### config.mk
export PLATFORM = sky130hd
export DESIGN_NAME = rom_page_ctrl
export DESIGN_NICKNAME = d
export VERILOG_FILES = /design/src/rtl/rom_page_pkg.sv /design/src/rtl/rom_cfg_bank.sv /design/src/rtl/rom_beat_seq.sv /design/src/rtl/rom_word_asm.sv /design/src/rtl/rom_page_ctrl.sv
export SDC_FILE = /design/constraint.sdc
export NUM_CORES = 1
export LEC_CHECK = 0
export ABC_AREA = 1
export CORE_AREA = 2 2 138 140
export DETAILED_ROUTE_END_ITERATION = 8
export DIE_AREA = 0 0 140 142
export PLACE_DENSITY = 0.76
export RECOVER_POWER = 50
export SYNTH_ARGS = -nofsm -noshare
export SYNTH_HDL_FRONTEND = slang
export SYNTH_SLANG_ARGS = --single-unit
export TNS_END_PERCENT = 1
### constraint.sdc
create_clock -name clk -period 4.25 [get_ports clk]
set_input_delay 1.0625 -clock clk [delete_from_list [all_inputs] [get_ports clk]]
set_output_delay 1.0625 -clock clk [all_outputs]
set_load 0.02 [all_outputs]
### src/rtl/rom_page_pkg.sv
// Package: shared settings record and width decoding for the page-mode ROM controller.
// Assumes a 32-bit read word and 4-bit wait counts.
package rom_page_pkg;
    localparam int WAIT_W = 4;
    localparam int WORD_BYTES = 4;

    typedef struct packed {
        logic              loc;      // 1: second data bus
        logic [1:0]        width;    // 0: 8b, 1: 16b, 2/3: 32b
        logic              page;     // 1: page mode
        logic [WAIT_W-1:0] first_w;  // first-access wait
        logic [WAIT_W-1:0] page_w;   // in-page wait
    } sel_cfg_t;

    typedef enum logic [1:0] {ST_IDLE, ST_ACC, ST_DONE} seq_state_t;

    // log2 of a width or size code in bytes; code 3 behaves as code 2
    function automatic logic [1:0] code_log(input logic [1:0] c);
        return (c == 2'd3) ? 2'd2 : c;
    endfunction
endpackage

### src/rtl/rom_cfg_bank.sv
// Module: per-select settings. Select 0 takes bus and width from straps
// captured on the rising edge of power-good; the other selects take all
// fields from configuration writes. Assumes pwr_good is synchronous to clk.
module rom_cfg_bank
    import rom_page_pkg::*;
#(
    parameter int NSEL = 3
) (
    input  logic                   clk,
    input  logic                   rst_n,
    input  logic                   pwr_good,
    input  logic                   strap_loc,
    input  logic [1:0]             strap_width,
    input  logic                   cfg_we,
    input  logic [1:0]             cfg_sel,
    input  logic [11:0]            cfg_wdata,
    output sel_cfg_t [NSEL-1:0]    cfg_o
);
    logic pg_q;

    // Remember last power-good level for edge detection
    always_ff @(posedge clk) begin
        if (!rst_n) pg_q <= 1'b0;
        else        pg_q <= pwr_good;
    end

    for (genvar s = 0; s < NSEL; s++) begin : g_sel
        sel_cfg_t r;
        wire hit = cfg_we && (cfg_sel == s[1:0]);

        if (s == 0) begin : g_boot
            // Boot select: straps on power-good rise, timing by write
            always_ff @(posedge clk) begin
                if (!rst_n) begin
                    r <= '{loc: 1'b0, width: 2'd0, page: 1'b0,
                           first_w: '1, page_w: '1};
                end else begin
                    if (pwr_good && !pg_q) begin
                        r.loc   <= strap_loc;
                        r.width <= strap_width;
                    end
                    if (hit) begin
                        r.page    <= cfg_wdata[8];
                        r.first_w <= cfg_wdata[7:4];
                        r.page_w  <= cfg_wdata[3:0];
                    end
                end
            end

            assert_strap_hold_R2: assert property (@(posedge clk) disable iff (!rst_n)
                (pg_q || !pwr_good) |=> ($stable(r.loc) && $stable(r.width)));
        end else begin : g_gen
            // General select: every field by write
            always_ff @(posedge clk) begin
                if (!rst_n) begin
                    r <= '{loc: 1'b0, width: 2'd0, page: 1'b0,
                           first_w: '1, page_w: '1};
                end else if (hit) begin
                    r <= '{loc: cfg_wdata[11], width: cfg_wdata[10:9],
                           page: cfg_wdata[8], first_w: cfg_wdata[7:4],
                           page_w: cfg_wdata[3:0]};
                end
            end
        end

        assign cfg_o[s] = r;
    end
endmodule

### src/rtl/rom_beat_seq.sv
// Module: access sequencer. Accepts a request in idle, latches the select's
// settings, steps through beats with per-beat wait counts (page-aware) and
// flags each beat's capture cycle. Assumes PAGE_BYTES is a power of two.
module rom_beat_seq
    import rom_page_pkg::*;
#(
    parameter int NSEL       = 3,
    parameter int ADDR_W     = 24,
    parameter int PAGE_BYTES = 16
) (
    input  logic                clk,
    input  logic                rst_n,
    input  logic                req_valid,
    input  logic [1:0]          req_sel,
    input  logic [ADDR_W-1:0]   req_addr,
    input  logic [1:0]          req_size,
    input  sel_cfg_t [NSEL-1:0] cfg_i,
    output logic [NSEL-1:0]     rom_cs_n,
    output logic [ADDR_W-1:0]   rom_addr,
    output logic                rom_bus_sdram,
    output logic                busy,
    output logic                rd_ready,
    output logic                start,
    output logic                cap,
    output logic [1:0]          beat_idx,
    output logic [1:0]          wlog,
    output logic [1:0]          blog
);
    localparam int PG_BITS = $clog2(PAGE_BYTES);

    seq_state_t          state;
    sel_cfg_t            cfg_q;
    logic [1:0]          sel_q;
    logic [ADDR_W-1:0]   addr_q;
    logic [WAIT_W-1:0]   cnt;
    logic [1:0]          left;
    logic [ADDR_W-1:0]   next_addr;
    logic                same_page;
    sel_cfg_t            cfg_req;
    logic [1:0]          req_wl, req_bl;

    // Decode the incoming request against its select's settings
    always_comb begin
        cfg_req = cfg_i[0];
        for (int s = 0; s < NSEL; s++)
            if (req_sel == s[1:0]) cfg_req = cfg_i[s];
        req_wl = code_log(cfg_req.width);
        req_bl = code_log(req_size);
        start  = (state == ST_IDLE) && req_valid && (int'(req_sel) < NSEL);
    end

    // Next beat address and page comparison
    always_comb begin
        next_addr = addr_q + (ADDR_W'(1) << wlog);
        same_page = next_addr[ADDR_W-1:PG_BITS] == addr_q[ADDR_W-1:PG_BITS];
    end

    // Beat sequencing and wait counting
    always_ff @(posedge clk) begin
        if (!rst_n) begin
            state    <= ST_IDLE;
            cfg_q    <= '0;
            sel_q    <= '0;
            addr_q   <= '0;
            cnt      <= '0;
            left     <= '0;
            beat_idx <= '0;
            wlog     <= '0;
            blog     <= '0;
        end else begin
            case (state)
                ST_IDLE: if (start) begin
                    state    <= ST_ACC;
                    cfg_q    <= cfg_req;
                    sel_q    <= req_sel;
                    addr_q   <= req_addr;
                    cnt      <= cfg_req.first_w;
                    left     <= (req_bl > req_wl) ? 2'((3'd1 << (req_bl - req_wl)) - 3'd1) : 2'd0;
                    beat_idx <= '0;
                    wlog     <= req_wl;
                    blog     <= req_bl;
                end
                ST_ACC: begin
                    if (cnt != '0) begin
                        cnt <= cnt - 1'b1;
                    end else if (left == '0) begin
                        state <= ST_DONE;
                    end else begin
                        addr_q   <= next_addr;
                        cnt      <= (cfg_q.page && same_page) ? cfg_q.page_w : cfg_q.first_w;
                        left     <= left - 1'b1;
                        beat_idx <= beat_idx + 1'b1;
                    end
                end
                default: state <= ST_IDLE;
            endcase
        end
    end

    for (genvar s = 0; s < NSEL; s++) begin : g_cs
        assign rom_cs_n[s] = !((state == ST_ACC) && (sel_q == s[1:0]));
    end

    assign rom_addr      = addr_q;
    assign rom_bus_sdram = (state == ST_ACC) && cfg_q.loc;
    assign busy          = (state != ST_IDLE);
    assign rd_ready      = (state == ST_DONE);
    assign cap           = (state == ST_ACC) && (cnt == '0);

    assert_one_cs_R11: assert property (@(posedge clk) disable iff (!rst_n)
        $onehot0(~rom_cs_n));
    assert_ready_pulse_R10: assert property (@(posedge clk) disable iff (!rst_n)
        rd_ready |=> !rd_ready);
    assert_cs_gap_R12: assert property (@(posedge clk) disable iff (!rst_n)
        rd_ready |-> (&rom_cs_n));
    assert_addr_hold_R4: assert property (@(posedge clk) disable iff (!rst_n)
        (!cap && !(&rom_cs_n)) |=> $stable(rom_addr));
    assert_wait_bound_R6: assert property (@(posedge clk) disable iff (!rst_n)
        (!(&rom_cs_n)) |-> (cnt <= cfg_q.first_w || cnt <= cfg_q.page_w));
endmodule

### src/rtl/rom_word_asm.sv
// Module: read word assembly. Clears on request start and drops each beat's
// low device-width bytes into the word at byte offset beat*width,
// keeping only bytes below the request size (little-endian order).
module rom_word_asm
    import rom_page_pkg::*;
(
    input  logic        clk,
    input  logic        rst_n,
    input  logic        start,
    input  logic        cap,
    input  logic [1:0]  beat_idx,
    input  logic [1:0]  wlog,
    input  logic [1:0]  blog,
    input  logic [31:0] lane,
    output logic [31:0] word
);
    int off, wb, nb;

    // Byte offset, device width and request size in bytes
    always_comb begin
        wb  = 1 << wlog;
        nb  = 1 << blog;
        off = int'(beat_idx) * wb;
    end

    // Accumulate captured bytes into the word
    always_ff @(posedge clk) begin
        if (!rst_n || start) begin
            word <= '0;
        end else if (cap) begin
            for (int k = 0; k < WORD_BYTES; k++)
                if (k >= off && k < off + wb && k < nb)
                    word[8*k +: 8] <= lane[8*((k - off) & 3) +: 8];
        end
    end
endmodule

### src/rtl/rom_page_ctrl.sv
// Module: top of the page-mode ROM access controller. Joins the settings
// bank, the beat sequencer and the word assembler, and picks the data bus
// of the active select. Assumes one outstanding request at a time.
module rom_page_ctrl
    import rom_page_pkg::*;
#(
    parameter int ADDR_W     = 24,
    parameter int PAGE_BYTES = 16
) (
    input  logic              clk,
    input  logic              rst_n,
    input  logic              pwr_good,
    input  logic              strap_loc,
    input  logic [1:0]        strap_width,
    input  logic              cfg_we,
    input  logic [1:0]        cfg_sel,
    input  logic [11:0]       cfg_wdata,
    input  logic              req_valid,
    input  logic [1:0]        req_sel,
    input  logic [ADDR_W-1:0] req_addr,
    input  logic [1:0]        req_size,
    input  logic [31:0]       gp_rdata,
    input  logic [31:0]       sd_rdata,
    output logic [2:0]        rom_cs_n,
    output logic [ADDR_W-1:0] rom_addr,
    output logic              rom_bus_sdram,
    output logic              busy,
    output logic              rd_ready,
    output logic [31:0]       rd_data
);
    localparam int NSEL = 3;

    sel_cfg_t [NSEL-1:0] cfg;
    logic        start, cap;
    logic [1:0]  beat_idx, wlog, blog;
    logic [31:0] lane;

    rom_cfg_bank #(.NSEL(NSEL)) u_cfg (
        .clk(clk), .rst_n(rst_n), .pwr_good(pwr_good),
        .strap_loc(strap_loc), .strap_width(strap_width),
        .cfg_we(cfg_we), .cfg_sel(cfg_sel), .cfg_wdata(cfg_wdata),
        .cfg_o(cfg)
    );

    rom_beat_seq #(.NSEL(NSEL), .ADDR_W(ADDR_W), .PAGE_BYTES(PAGE_BYTES)) u_seq (
        .clk(clk), .rst_n(rst_n), .req_valid(req_valid), .req_sel(req_sel),
        .req_addr(req_addr), .req_size(req_size), .cfg_i(cfg),
        .rom_cs_n(rom_cs_n), .rom_addr(rom_addr), .rom_bus_sdram(rom_bus_sdram),
        .busy(busy), .rd_ready(rd_ready), .start(start), .cap(cap),
        .beat_idx(beat_idx), .wlog(wlog), .blog(blog)
    );

    // Route the active select's data bus to the assembler
    assign lane = rom_bus_sdram ? sd_rdata : gp_rdata;

    rom_word_asm u_asm (
        .clk(clk), .rst_n(rst_n), .start(start), .cap(cap),
        .beat_idx(beat_idx), .wlog(wlog), .blog(blog),
        .lane(lane), .word(rd_data)
    );

    assert_bus_idle_R3: assert property (@(posedge clk) disable iff (!rst_n)
        (&rom_cs_n) |-> !rom_bus_sdram);
endmodule

# [After elaboration in Yosys (flattened, before gate mapping)]
# Cells that the tools add are included.
[word_totals] output_inout_bits=62 input_bits=114 register_bits=119 wordCells=151
[classes] n_mul=1 addsub=11 order_cmp=14 n_eq_ne=16 muxes=27 n_shift=8 reduce_logical=42
[op_table] op="$lt 3x32->1 const A" n=4
[op_table] op="$shiftx 32x6->8" n=4
[op_table] op="$mux 24" n=3
[op_table] op="$ge 3x32->1 const A" n=2
[op_table] op="$lt 1x32->1 const A" n=2
[op_table] op="$lt 2x32->1 const A" n=2
[op_table] op="$shl 1x2->32 const A" n=2
[op_table] op="$pmux 24 s2" n=1
[op_table] op="$add 32x32->32" n=1
[op_table] op="$ge 1x32->1 const A" n=1
[op_table] op="$ge 2x32->1 const A" n=1
[op_table] op="$mul 3x32->32" n=1
[op_table] op="$mux 32" n=1
[op_table] op="$add 24x24->24" n=1
[op_table] op="$mux 12" n=2
[op_table] op="$mux 2" n=12
[op_table] op="$shl 1x2->24 const A" n=1
[op_table] op="$eq 20x20->1" n=1
[op_table] op="$logic_and 1x1->1" n=20
[op_table] op="$mux 4" n=4
[op_table] op="$eq 2x2->1 const B" n=6
[op_table] op="$pmux 2 s2" n=3
[op_table] op="$reduce_and 2->1" n=5
[op_table] op="$eq 2x1->1 const B" n=4
[op_table] op="other kinds (21)" n=35

# [Depth between registers and ports, before layout]
[logic_depth] depth_word=11 ltp_mapped=22 ltp_nobuf=19

# [Cells and area by module]
# A second synthesis with hierarchy kept.
[hier_totals] cells_unflattened=1200 area_unflattened_um2=7920.1
[modules_own_cells] module="rom_beat_seq" area_each_um2=3378.2 cells_each=515 seq_area_each_um2=1001.0 instances=1
[modules_own_cells] module="rom_word_asm" area_each_um2=2593.7 cells_each=395 seq_area_each_um2=640.6 instances=1
[modules_own_cells] module="rom_cfg_bank" area_each_um2=1456.4 cells_each=186 seq_area_each_um2=740.7 instances=1
[modules_own_cells] module="rom_page_ctrl" area_each_um2=491.7 cells_each=104 seq_area_each_um2=0.0 instances=1

# [Worst setup path before layout]
# Ideal clock, no wire load.
[synth_timing] path_type="register to register" from="register u_seq.wlog[1]" to="register u_asm.word[14]" stages_incl_launch_ff=23 slack_ns=1.253 path_buffers=3 required_time_ns=4.133 t_arrival_ns=2.881 period_less_slack_ns=2.997 setup_ns=0.117 cell_sequence="dfxtp_1 > inv_2 > nand2_1 > nor2_1 > ha_1 > buf_2 > inv_2 > clkbuf_1 > nand2_1 > nand2_1 > inv_1 > ha_1 > inv_1 > o211ai_1 > nor2_2 > nand3_4 > nor2_2 > nor2_2 > o21ai_4 > buf_6 > nand2_1 > nand2_1 > nor2_1"
[synth_between] elab_chain_len=7 elab_cells_between_ends=10 cone_classes="add/sub: 2; mul: 1; order compare: 2; shift: 2; reduce/logical: 3"
[synth_rtl] item="from (decl)" line_no="rom_beat_seq.sv:26" rtl="output logic [1:0] wlog,"
[synth_rtl] item="from (signal assigned)" line_no="rom_beat_seq.sv:80" rtl="wlog <= req_wl;"
[synth_rtl] item="$shl 1x2->32 *" line_no="rom_word_asm.sv:21" rtl="wb = 1 << wlog;"
[synth_rtl] item="$mul 3x32->32" line_no="rom_word_asm.sv:23" rtl="off = int'(beat_idx) * wb;"
[synth_rtl] item="$add 32x32->32" line_no="rom_word_asm.sv:32" rtl="if (k >= off && k < off + wb && k < nb)"
[synth_rtl] item="$lt 2x32->1" line_no="rom_word_asm.sv:32"
[synth_rtl] item="$logic_and 1x1->1 (2 in a row)" line_no="rom_word_asm.sv:32"
[synth_rtl] item="$reduce_and 2->1 (no line)"
[synth_rtl] item="to (signal, indexed assignment)" line_no="rom_word_asm.sv:33" rtl="word[8*k +: 8] <= lane[8*((k - off) & 3) +: 8];"
[synth_rtl] item="to (decl)" line_no="rom_word_asm.sv:15" rtl="output logic [31:0] word"
# Mark *: on every way between the ends. The rest lies on a longest branch, timed or not.
# A chain may end at the register's enable or synchronous reset.

# [Worst setup path after layout]
[layout_timing] from="input req_sel[1]" to="register u_seq.left[0]"
[layout_between] elab_chain_len=11 elab_cells_between_ends=17 cone_classes="add/sub: 2; order compare: 2; eq/ne: 4; shift: 1; mux: 6; reduce/logical: 2"
[layout_rtl] item="from (decl)" line_no="rom_page_ctrl.sv:19" rtl="input logic [1:0] req_sel,"
[layout_rtl] item="$eq 2x1->1" line_no="rom_beat_seq.sv:46" rtl="if (req_sel == s[1:0]) cfg_req = cfg_i[s];"
[layout_rtl] item="$mux 12" line_no="rom_beat_seq.sv:46"
[layout_rtl] item="$mux 12 *" line_no="rom_beat_seq.sv:46"
[layout_rtl] item="$eq 2x2->1" line_no="rom_page_pkg.sv:19" rtl="return (c == 2'd3) ? 2'd2 : c;"
[layout_rtl] item="$mux 2 *" line_no="rom_page_pkg.sv:19"
[layout_rtl] item="net u_seq.req_wl[1]" line_no="rom_beat_seq.sv:40" rtl="logic [1:0] req_wl, req_bl;"
[layout_rtl] item="$sub 2x2->2" line_no="rom_beat_seq.sv:78" rtl="left <= (req_bl > req_wl) ? 2'((3'd1 << (req_bl - req_wl)) - 3'd1) : 2'd0;"
[layout_rtl] item="$shl 1x2->2" line_no="rom_beat_seq.sv:78"
[layout_rtl] item="$sub 2x1->2" line_no="rom_beat_seq.sv:78"
[layout_rtl] item="$mux 2 *" line_no="rom_beat_seq.sv:78"
[layout_rtl] item="$mux 2 *" line_no="rom_beat_seq.sv:72" rtl="ST_IDLE: if (start) begin"
[layout_rtl] item="$pmux 2 s2 *" line_no="rom_beat_seq.sv:71" rtl="case (state)"
[layout_rtl] item="to (signal assigned)" line_no="rom_beat_seq.sv:78"
[layout_rtl] item="to (signal assigned)" line_no="rom_beat_seq.sv:91" rtl="left <= left - 1'b1;"
[layout_rtl] item="to (decl)" line_no="rom_beat_seq.sv:36" rtl="logic [1:0] left;"
# Mark *: on every way through the listed nets, which the timed path passes. The rest lies on a longest branch. The select of a mux whose other input is x is not followed.

==> summary.md <==
| Metric | Value |
|---|---|
| F_max | 0.2828 GHz |
| Pre-Repair DR Iteration Count | 9 |
| Seq/Total Area, Yosys | 0.3301 |
| Gr usage total | 0.2209 |
| Critical path class | input pin to flip-flop |
| Synth-to-Final Area Change | 34.17% |
| Max-capacitance violation count | 2 |
| Syn Inst Count | 1,143 |
| Drt total wl | 22,200 um |
| Wire length per cell | 14.40 um |
| Hold_sp | u_cfg.cfg_o[20] |
| Avg Cell Area, Syn | 6.314 um^2 |
| Die W | 140 um |
| Sink of the worst hold path | u_cfg.cfg_o[20] |
| Min-Delay Path Depth | 2 |
| Die Y | 142 um |
| Post-route ant nets | 0 |
| Fin Hold WS | 0.4480 ns |
| Peak supply drop | 318.8 uV |
| Util after Layout | 0.5247 |
| 1st-iter DRT viols | 504 |
| Initial antenna violation count | 0 |
| Max stage delay on crit path | 0.57 ns |
| Setup TNS | 0 ns |
| Library cells used by synthesis | 45 |
| Worst path depth | 13 |
| Clock Tree Root | clkbuf_16 |
| CP arrival | 3.85 ns |
| Vias in the first global route | 7,253 |
| CP bufs+invs | 3 |
| Post-CTS Repair Setup Buffers | 0 |
| HP Class | flip-flop to flip-flop |
| # rows | 50 |
| Commonest non-fill, non-tap cell in the layout | nand2_1 |
| RSZ-0062 raised after global routing | false |
| Synth Net Count | 1,278 |
| Worst r2r src | u_seq.wlog[0] |
| Max-slew violations | 72 |
| # nets final | 1,429 |
| Worst-Margin Slew | 1.846 ns |
| H-tree depth | 4 |
| Static Leak | 4.278 nW |
| Worst skew pair latency | 0.42 ns |
| Final GP Congestion | 0.9600 |
| Clock slew at reported path FFs | 0.06 ns |
| Flop-to-flop setup slack | 0.93 ns |
| Die ar. | 0.01988 mm^2 |
| Area after DPL | 0.009124 mm^2 |
| Count of input and output buffers | 175 |
| Cell Chain, Critical Path | dlygate4sd3_1 > nor2_1 > clkinv_1 > nand2_1 > nand3_1 > o21ai_1 > inv_1 > nor2_1 > ha_1 > fa_1 > a21oi_1 > a211oi_1 > a211oi_1 |
| Fin. Hold Viols | 0 |
| CTS tree | yes |
| Most frequent cells in the layout | nand2_1, nor2_1, clkdlybuf4s50_1 |
| Worst setup EP type | flip-flop |
| Status | complete, but fails checks |
| Largest fanout on the critical path | 7 |
| Fraction of layout cells with a size suffix above 1 | 0.06733 |
| Critical Path RT | 4.56 ns |
| HPWL Detailed | 16,230 um |
| Worst slew margin | -0.2310 |
| Clk_skew | 0.007693 ns |
| CP Launch Type | input pin |
| Critical path's slowest cell | dlygate4sd3_1 |
| Post-cts sizing count | 0 |
| Mapped Area | 0.007217 mm^2 |
| DR vias/cell | 5.172 |
| Starting Density | 0.3911 |
| Most used DFF post-synth | dfxtp_1 |
| Number of synthesized flops with an enable pin | 0 |
| # hold bufs at CTS | 0 |
| Inserted Clock Buffers | 17 |
| Worst R2R End | u_asm.word[30] |
| # setup viols final | 0 |
| Largest net degree at the start of global routing | 47 |
| R2R depth | 12 |
| Longest Clk Path Bufs | 2 |
| Asr flop ratio synth | 0 |
| Pwr dens | 483.7 mW/mm^2 |
| CTS Sinks | 119 |
| CP top delay family | buffers and inverters |
| # DRC | 19 |
| Failing checks | design-rule violations, max-capacitance violations, max-slew violations |
| Fin area | 0.009683 mm^2 |
| Top-Level Pins | 176 |
| Min Clock Period, post-route | 3.536 ns |
| Fillers | 1,784 |
| Core area | 0.01846 mm^2 |
| Antenna Cells | 0 |
| First-pass GRT wire length | 35,580 um |
| Synth Warn # | 0 |
| Seq cells post-synth | 119 |
| Period Utilization, post-route | 0.8321 |
| Remaining Overflow, GRT | 0 |
| Via Count | 7,970 |
## worst max path at each step
stage | start | to
6_report | req_sel[1] | u_seq.left[0]
3_3_place_gp | req_sel[0] | u_seq.left[0]
4_1_cts | u_seq.wlog[0] | u_asm.word[30]
3_5_place_dp | req_sel[0] | u_seq.left[0]
2_1_floorplan | u_seq.wlog[1] | u_asm.word[14]
5_1_grt | req_sel[1] | u_seq.left[1]
## sequential cells by signal (all words and copies together) (netlist names)
| signal | flops |
|---|---|
| u_asm.word | 32 |
| u_cfg.cfg_o | 36 |
| u_cfg.pg_q | 1 |
| u_seq.beat_idx | 2 |
| u_seq.blog | 2 |
| u_seq.cfg_q | 10 |
| u_seq.cnt | 4 |
| u_seq.left | 2 |
| u_seq.rom_addr | 24 |
| u_seq.sel_q | 2 |
| u_seq.state | 2 |
| u_seq.wlog | 2 |
## worst register-to-register path: stages (launching register included)
cell,delay (ns)
dfxtp_1,0.54
inv_1,0.17
nand2_2,0.13
nor2_1,0.05
ha_1,0.31
ha_1,0.23
fa_1,0.40
xnor2_1,0.23
nand3_1,0.18
nor2_1,0.20
nand3_1,0.29
nor3_1,0.37
nor3_1,0.08
## Yosys cell counts, types with 4 or more instances
cell        n  area share
buf_2      10      0.0069
nor3_2      5      0.0069
clkinv_1    4      0.0021
nor2_2      9      0.0078
o211ai_1   21       0.022
o32ai_1     6      0.0073
a31oi_1     5      0.0043
inv_1     100       0.052
clkbuf_1   41       0.021
nand4_1    11      0.0095
dfxtp_1   119        0.33
nor2_1    139       0.072
or2_2      16       0.014
inv_2       5      0.0026
ha_1       19       0.033
o22ai_1    10      0.0087
nand2_1   323        0.17
xnor2_1     4      0.0049
o21ai_0    89       0.062
nor3_1     32       0.022
nand3_1    60       0.042
nand2_2     7      0.0061
o21ai_1    18       0.012
a21oi_1    58       0.040
## stage by stage
step	total power, mW	std cells	worst slack [ns]
2_1_floorplan	2.638	1143	1.253
3_3_place_gp	3.254	1509	0.6937
3_5_place_dp	3.296	1509	0.5664
4_1_cts	4.715	1541	0.9815
5_1_grt	4.981	1541	0.4046
6_report	4.684	1541	0.7138
## cell type report
type / instances / area (um^2) / area share
inverter: 109 / 409.1 / 0.04225
clock inverter: 11 / 125.1 / 0.01292
multi-input combinational: 859 / 4185 / 0.4322
tap: 234 / 292.8 / 0.03024
sequential: 119 / 2382 / 0.2460
clock buffer: 21 / 450.4 / 0.04652
timing repair buffer: 188 / 1838 / 0.1898
## per-layer routing
metal,track usage,share of wire
met3,0.04542,0.078
met2,0.3684,0.45
met5,0,0
met4,0.07549,0.019
met1,0.2864,0.45
## where the power goes
group / internal, mW / switching [mW]
Combinational: 0.681 / 1.10
Clock: 0.879 / 0.527
Sequential: 1.30 / 0.197
## cell families after synthesis
group / after synthesis / share of synthesized area
adders and majority gates: 21 / 0.03849
xor gates and xnor gates: 7 / 0.008495
buffers and inverters: 165 / 0.08963
AOI/OAI and AO/OA: 219 / 0.1723
and+or+nand+nor: 612 / 0.3610
DFF: 119 / 0.3301
Power figures use the tool's default switching activity.
